`src/rtl/ofl_pkg.sv`:
```
package ofl_pkg;

  typedef enum logic {
    LOAD_PARALLEL = 1'b0,
    LOAD_SERIAL   = 1'b1
  } load_mode_e;

  // Fill count at or below the almost-empty threshold
  function automatic logic fill_within(input int unsigned fill,
                                       input int unsigned off);
    return fill <= off;
  endfunction

  // Remaining space at or below the almost-full threshold
  function automatic logic space_within(input int unsigned depth,
                                        input int unsigned fill,
                                        input int unsigned off);
    int unsigned room;
    room = (fill >= depth) ? 0 : depth - fill;
    return room <= off;
  endfunction

endpackage

```
`src/rtl/ofl_step_ptr.sv`:
```
// Modulo-N position counter, cleared by master reset
module ofl_step_ptr #(
  parameter int N = 2,
  localparam int IW = (N > 1) ? $clog2(N) : 1
) (
  input  logic          clk,
  input  logic          mrst,
  input  logic          adv,
  output logic [IW-1:0] idx
);

  localparam logic [IW-1:0] LAST = IW'(N - 1);

  always_ff @(posedge clk) begin
    if (mrst)
      idx <= '0;
    else if (adv)
      idx <= (idx == LAST) ? '0 : idx + 1'b1;
  end

endmodule

```
`src/rtl/ofl_offset_regs.sv`:
```
// Offset storage: one chain of 2*W bits, low half almost-empty, high half almost-full
module ofl_offset_regs
  import ofl_pkg::*;
#(
  parameter int W       = 10,
  parameter int DEF_PAR = 127,
  parameter int DEF_SER = 1023,
  localparam int CHAIN  = 2 * W,
  localparam int BW     = $clog2(CHAIN)
) (
  input  logic          clk,
  input  logic          mrst,
  input  logic          sel_at_reset,
  input  logic          ser_shift,
  input  logic [BW-1:0] bit_idx,
  input  logic          ser_bit,
  input  logic          par_wr,
  input  logic          par_hi,
  input  logic [W-1:0]  par_data,
  output load_mode_e    mode,
  output logic [W-1:0]  ae_off,
  output logic [W-1:0]  af_off
);

  localparam logic [W-1:0] DEF_P = W'(DEF_PAR);
  localparam logic [W-1:0] DEF_S = W'(DEF_SER);

  logic [CHAIN-1:0] chain_q;
  logic [CHAIN-1:0] chain_d;
  logic [CHAIN-1:0] chain_def;

  assign chain_def = sel_at_reset ? {DEF_S, DEF_S} : {DEF_P, DEF_P};

  for (genvar i = 0; i < CHAIN; i++) begin : g_bit
    localparam bit HALF = (i >= W);
    localparam int K    = i % W;
    logic hit_ser;
    logic hit_par;
    assign hit_ser = ser_shift && (bit_idx == BW'(i));
    assign hit_par = par_wr && (par_hi == HALF);
    assign chain_d[i] = hit_ser ? ser_bit :
                        hit_par ? par_data[K] : chain_q[i];
  end

  always_ff @(posedge clk) begin
    if (mrst) begin
      chain_q <= chain_def;
      mode    <= sel_at_reset ? LOAD_SERIAL : LOAD_PARALLEL;
    end else begin
      chain_q <= chain_d;
    end
  end

  assign ae_off = chain_q[W-1:0];
  assign af_off = chain_q[CHAIN-1:W];

endmodule

```
`src/rtl/ofl_flag_cmp.sv`:
```
module ofl_flag_cmp #(
  parameter int W     = 10,
  parameter int DEPTH = 1024,
  parameter int CNT_W = 11
) (
  input  logic [CNT_W-1:0] fill_cnt,
  input  logic [W-1:0]     ae_off,
  input  logic [W-1:0]     af_off,
  output logic             almost_empty,
  output logic             almost_full
);

  assign almost_empty = ofl_pkg::fill_within(32'(fill_cnt), 32'(ae_off));
  assign almost_full  = ofl_pkg::space_within(32'(DEPTH), 32'(fill_cnt), 32'(af_off));

endmodule

```
`src/rtl/flag_offset_loader.sv`:
```
module flag_offset_loader
  import ofl_pkg::*;
#(
  parameter int OFFSET_W       = 10,
  parameter int DEPTH          = 1024,
  parameter int DEF_PAR_OFFSET = 127,
  parameter int DEF_SER_OFFSET = 1023,
  localparam int CNT_W         = $clog2(DEPTH + 1),
  localparam int CHAIN_LEN     = 2 * OFFSET_W,
  localparam int BIT_W         = $clog2(CHAIN_LEN)
) (
  input  logic                clk,
  input  logic                mrst,
  input  logic                prog_sel,
  input  logic                ser_en,
  input  logic                ser_in,
  input  logic                wr_en,
  input  logic [OFFSET_W-1:0] wr_data,
  input  logic                rd_en,
  input  logic [CNT_W-1:0]    fill_cnt,
  output logic [OFFSET_W-1:0] rd_data,
  output logic                rd_valid,
  output logic                serial_mode,
  output logic                almost_empty,
  output logic                almost_full
);

  load_mode_e          mode;
  logic [OFFSET_W-1:0] ae_off;
  logic [OFFSET_W-1:0] af_off;
  logic [BIT_W-1:0]    bit_idx;
  logic                wr_half;
  logic                rd_half;

  // Named events, also observed by the bound checker
  logic serial_shift_ev;
  logic par_write_ev;
  logic readback_ev;

  assign serial_shift_ev = !mrst && prog_sel && ser_en && (mode == LOAD_SERIAL);
  assign par_write_ev    = !mrst && prog_sel && wr_en  && (mode == LOAD_PARALLEL);
  assign readback_ev     = !mrst && prog_sel && rd_en;
  assign serial_mode     = (mode == LOAD_SERIAL);

  ofl_step_ptr #(.N(CHAIN_LEN)) u_ser_pos (
    .clk (clk),
    .mrst(mrst),
    .adv (serial_shift_ev),
    .idx (bit_idx)
  );

  ofl_step_ptr #(.N(2)) u_wr_half (
    .clk (clk),
    .mrst(mrst),
    .adv (par_write_ev),
    .idx (wr_half)
  );

  ofl_step_ptr #(.N(2)) u_rd_half (
    .clk (clk),
    .mrst(mrst),
    .adv (readback_ev),
    .idx (rd_half)
  );

  ofl_offset_regs #(
    .W      (OFFSET_W),
    .DEF_PAR(DEF_PAR_OFFSET),
    .DEF_SER(DEF_SER_OFFSET)
  ) u_regs (
    .clk         (clk),
    .mrst        (mrst),
    .sel_at_reset(prog_sel),
    .ser_shift   (serial_shift_ev),
    .bit_idx     (bit_idx),
    .ser_bit     (ser_in),
    .par_wr      (par_write_ev),
    .par_hi      (wr_half),
    .par_data    (wr_data),
    .mode        (mode),
    .ae_off      (ae_off),
    .af_off      (af_off)
  );

  ofl_flag_cmp #(
    .W    (OFFSET_W),
    .DEPTH(DEPTH),
    .CNT_W(CNT_W)
  ) u_flags (
    .fill_cnt    (fill_cnt),
    .ae_off      (ae_off),
    .af_off      (af_off),
    .almost_empty(almost_empty),
    .almost_full (almost_full)
  );

  always_ff @(posedge clk) begin
    if (mrst) begin
      rd_data  <= '0;
      rd_valid <= 1'b0;
    end else begin
      rd_valid <= readback_ev;
      if (readback_ev)
        rd_data <= rd_half ? af_off : ae_off;
    end
  end

endmodule

```
`config.mk`:
```
export PLATFORM = sky130hd
export DESIGN_NAME = flag_offset_loader
export DESIGN_NICKNAME = d
export VERILOG_FILES = /design/src/rtl/ofl_pkg.sv /design/src/rtl/ofl_step_ptr.sv /design/src/rtl/ofl_offset_regs.sv /design/src/rtl/ofl_flag_cmp.sv /design/src/rtl/flag_offset_loader.sv
export SDC_FILE = /design/constraint.sdc
export NUM_CORES = 1
export LEC_CHECK = 0
export ABC_AREA = 1
export ABC_CLOCK_PERIOD_IN_PS = 3500
export BUFFER_PORTS_ARGS = -buffer_cell sky130_fd_sc_hd__buf_2
export CAP_MARGIN = 10
export CORE_AREA = 2 2 95 97
export DETAILED_ROUTE_END_ITERATION = 10
export DIE_AREA = 0 0 97 99
export PLACE_DENSITY_LB_ADDON = 0.25
export SLEW_MARGIN = 20
export SYNTH_ARGS = -nofsm -noshare
export SYNTH_HDL_FRONTEND = slang
export SYNTH_SLANG_ARGS = --single-unit
```
`constraint.sdc`:
```
create_clock -name clk -period 3.5 [get_ports clk]
set_input_delay 0.7 -clock clk [delete_from_list [all_inputs] [get_ports clk]]
set_output_delay 0.7 -clock clk [all_outputs]
set_load 0.01 [all_outputs]
```
### Word level (Yosys, flattened, before mapping)

Index checks and enable logic that the tools add are counted.

| storage, ports and cells | value |
|---|---|
| bits of input ports | 28 |
| register bits after elaboration | 39 |

| cells by class | value |
|---|---|
| add/sub/neg operators | 4 |
| eq/ne operators | 19 |
| order comparisons | 3 |
| bitwise logic cells | 2 |
| mux-type cells | 48 |
| reduce and logical (&&, ||, !) cells | 50 |

Operator list:

| cell | number |
|---|---|
| nonzero test 3 bit | 20 |
| two-way mux 1 bit | 43 |
| == test 5 x 4 -> 1 bit, second input constant | 8 |
| two-way mux 20 bit | 2 |
| less-or-equal comparator 32 x 10 -> 1 bit | 1 |
| two-way mux 32 bit | 1 |
| logical AND 1 bit | 28 |
| == test 5 x 3 -> 1 bit, second input constant | 4 |
| == test 5 bit, second input constant | 4 |
| subtractor 11 x 11 -> 12 bit, first input constant | 1 |
| >= comparator 11 bit, second input constant | 1 |
| less-or-equal comparator 11 x 10 -> 1 bit | 1 |
| == test 5 x 2 -> 1 bit, second input constant | 2 |
| two-way mux 10 bit | 1 |
| adder 5 x 1 -> 5 bit, second input constant | 1 |
| == test 5 x 1 -> 1 bit, second input constant | 1 |
| zero test 5 bit | 1 |
| two-way mux 5 bit | 1 |
| adder 1 bit, second input constant | 2 |
| inverter 1 bit | 2 |
| zero test 1 bit | 1 |

### Logic depth before layout (Yosys ltp)

| depth | value |
|---|---|
| depth after elaboration | 8 |
| mapped depth | 15 |
| mapped depth without buffers | 15 |

### Hierarchy

Synthesis repeated with hierarchy kept, for this count alone.

| unflattened totals | value |
|---|---|
| cells, all modules | 455 |
| area total of the unflattened synthesis | 3019.1 um2 |

By module, submodules not included:

| module | sequential area each (um2) | cells each | area an instance (um2) | times used |
|---|---|---|---|---|
| ofl_offset_regs | 630.6 | 166 | 1308.8 | 1 |
| ofl_flag_cmp | 0.0 | 139 | 803.3 | 1 |
| flag_offset_loader | 220.2 | 104 | 595.6 | 1 |
| ofl_step_ptr (u_ser_pos) | 100.1 | 34 | 234.0 | 1 |
| ofl_step_ptr (u_rd_half ...) | 20.0 | 6 | 38.8 | 2 |

### Least setup slack after synthesis

OpenSTA, ideal clock, no wires.

| timing | value |
|---|---|
| kind | input to output |
| start point | input fill_cnt[0] |
| end point | output almost_full |
| data arrival time | 2233 ps |
| stages | 15 |
| path slack | 567 ps |
| cell sequence | inv_1 > ha_1 > nand2_1 > nor2_1 > nand3_1 > o21ai_0 > a21oi_1 > ha_1 > nand2_1 > nor2_1 > nor2_1 > nand2_1 > nand2_1 > nand2_1 > nand2_1 |

| between the ends | value |
|---|---|
| longest elaborated chain between the ends | 3 |

Ends and longest elaborated chain:

| what | line | source |
|---|---|---|
| from (decl) | flag_offset_loader.sv:20 | `input logic [CNT_W-1:0] fill_cnt,` |
| subtractor 11 x 11 -> 12 bit / >= comparator 11 bit (equally long branches) | ofl_pkg.sv:19 | `room = (fill >= depth) ? 0 : depth - fill;` |
| two-way mux 32 bit (*) | ofl_pkg.sv:19 |  |
| less-or-equal comparator 32 x 10 -> 1 bit (*) | ofl_pkg.sv:20 | `return room <= off;` |
| to (decl) | flag_offset_loader.sv:25 | `output logic almost_full` |

Every way passes the cells marked *; elsewhere a longest branch is shown, timed or not.

### Worst setup path in the final report

Same ends and word-level chain as after synthesis.

==> impl_results.md <==
* Status: finished, final reports clean
* Pre-antenna DRT Iters at 4
* Drt total wl at 7020 um
* Number of cell rows at 34
* Maxcap violations at 0
* Final period util at 0.937
* Initial Util at 0.343
* Syn Nets at 464
* Initial antenna violation count at 0
* Core area at 8550 um2
* Tightest Hold Check Type: flop to flop
* Clk_skew at 7.16 ps
* Final core utilization at 0.387
* #FFs+latches synth at 39
* Clk sink count at 39
* Hold depth at 2
* Root Driver: clkbuf_8
* Largest fanout on the critical path at 6
* Worst hold slack at 505 ps
* CTS tree: done
* Post-route ant nets at 0
* Relative slew slack at 0.652
* Port Buffer Count at 41
* Vias at 2,721
* First-pass GRT wire length at 11,800 um
* Per-cell routed wire length at 12.7 um
* Area grow syn2layout at 12.7%
* Total track usage at 0.149
* CP most frequent cell: nand2_1
* CTS buffer count at 5
* Buffers plus inverters on the worst setup path at 3
* Register area share after synthesis at 0.338
* WS Path Type: input port to primary output
* Gr ovfl total at 0
* Via-to-Cell Ratio at 4.93
* Die area at 9600 um2
* RSZ-0062 raised after global routing: false
* Die Width at 97 um
* Most frequent cells in the layout: 106 x nand2_1, 51 x inv_1, 41 x buf_2
* Largest net degree at the start of global routing at 41
* Worst slew pin tran at 522 ps
* Ordered cell list for the critical path: buf_2 -> inv_1 -> ha_1 -> nand2_1 -> nor2_1 -> nand3_2 -> o21ai_0 -> a21oi_1 -> ha_1 -> nand2_1 -> nor2_1 -> nor2_1 -> nand2_1 -> nand2_1 -> nand2_1 -> nand2_1 -> buf_2
* Post-Route Setup TNS at 0 ps
* Clk slew on worst S/H paths at 80 ps
* I/O pins at 42
* GP Congestion at 0.845
* Crit path time final at 3280 ps
* Post-Synthesis Cell Area at 2930 um2
* Internal reg-to-reg setup slack at 1800 ps
* H-tree depth at 2
* Antenna cell count at 0
* Setup-failing EPs final at 0
* Leak at 1.61 nW
* Stages on worst setup path at 17
* Setup crit end kind: primary output
* Sequential Area at 991 um2
* Final Hold Viols at 0
* Max Transition Viols Final at 0
* Max stage delay on crit path at 270 ps
* DRC Markers at 0
* Commonest non-fill, non-tap cell in the layout: nand2_1
* Ratio of cells with drive above 1 in the final layout at 0.153
* Crit path max-delay family: simple AND/OR/NAND/NOR gates
* Critical path data required time at 2800 ps
* Synth unique cells at 28
* Worst setup SP type: input port
* Power Dens Cells at 326 nW/um2
* Clk_lat worst skew at 290 ps
* Data arrival time of the critical path at 2580 ps
* Max clock buf depth at 2
* R2R cell count at 7
* Mean Syn Cell Area at 7.16 um2
* Fillcell total at 905
* Initial DRC count at 71
* YS warnings at 0
* Area occupied by multi-input gates at 1650 um2
* Worst IR Drop VDD at 0.158 mV
* Synthesized instance count at 410
* Highest Clock Rate at 0.305 GHz
* Crit-path slowest cell: ha_1
* Fin nets at 497
* Die Y at 99 um
* Dpl hpwl at 5570 um
* Vias in the first global route at 2,482
## power breakdown
group	total (mW)	internal (mW)	switching, mW
Combinational	0.185	0.0677	0.117
Sequential	0.525	0.508	0.0163
Clock	0.367	0.202	0.165
Total	1.08	0.778	0.299
## layer usage
layer | track usage | wire [um] | up-vias
met5 | 0 | 0 | -
met4 | 0.0336 | 82 | 0
met1 | 0.199 | 3410 | 1227
li1 | - | - | 1430
met3 | 0.0234 | 265 | 7
met2 | 0.253 | 3260 | 57
## registers in the layout, indices dropped and copies added, names as in the netlist
signal          flops
u_regs.chain_q     20
rd_data            10
u_ser_pos.idx       5
rd_valid            1
u_rd_half.idx       1
u_regs.mode         1
u_wr_half.idx       1
## worst reg2reg max path, cell delays in order, from the launching register on
cell and delay, ps:
dfxtp_1 350, inv_1 140, ha_1 210, inv_1 70, nor2_1 300, nand3_2 150
o21ai_1 160, o21ai_1 70
## area by class of cell
cell class,instances,area share
multi-input combinational,300,0.498
tap,108,0.0409
sequential,39,0.300
timing repair buffer,41,0.0621
clock inverter,1,0.00151
clock buffer,7,0.0326
inverter,56,0.0651
## logic make-up (layout without fill, tap and decap cells)
group	count (synthesis)	in the layout	share of synthesized area
buf+inv	71	105	0.103
flops	39	39	0.338
simple gates	215	215	0.339
compound gates	58	58	0.107
fa+ha+maj	26	26	0.111
xor+xnor	1	1	0.00299
## Yosys cell counts, drive strengths merged
| cell type | n | share of area |
|---|---|---|
| nand2 | 107 | 0.14 |
| inv | 56 | 0.073 |
| nand3 | 44 | 0.085 |
| nor2 | 43 | 0.071 |
| o21ai | 31 | 0.053 |
| ha | 26 | 0.11 |
| edfxtp | 21 | 0.21 |
| dfxtp | 18 | 0.12 |
| nand4 | 14 | 0.030 |
| a21oi | 13 | 0.022 |
| a31oi | 10 | 0.021 |
| buf | 8 | 0.020 |
| clkbuf | 7 | 0.0094 |
| nor3 | 7 | 0.014 |
| a21o | 2 | 0.0051 |
| a22oi | 1 | 0.0026 |
| o31ai | 1 | 0.0026 |
| xor2 | 1 | 0.0030 |
## metrics by stage
stage	cell area, um2	cells	worst slack, ps	power (mW)
after CTS	3300	552	186	1.08
after global placement	3190	544	230	0.717
after detailed placement	3190	544	200	0.722
after global routing	3310	552	4.38	1.14
final	3310	552	220	1.08
after floorplan	2930	410	567	0.658
## path summary, 6_finish.rpt
kind,start,end
worst max-delay path,fill_cnt[0],almost_full
worst max register to register,u_ser_pos.idx[0],u_regs.chain_q[8]
worst min register to register,u_wr_half.idx,u_wr_half.idx
worst min-delay path,u_wr_half.idx,u_wr_half.idx
## what timing repair did
action,4_1_cts,5_1_grt
endpoints found under the setup margin,0,1
hold buffers,0,0
resized for setup,0,1
buffers inserted,0,0
No activity file was read; power rests on OpenSTA's default activity.
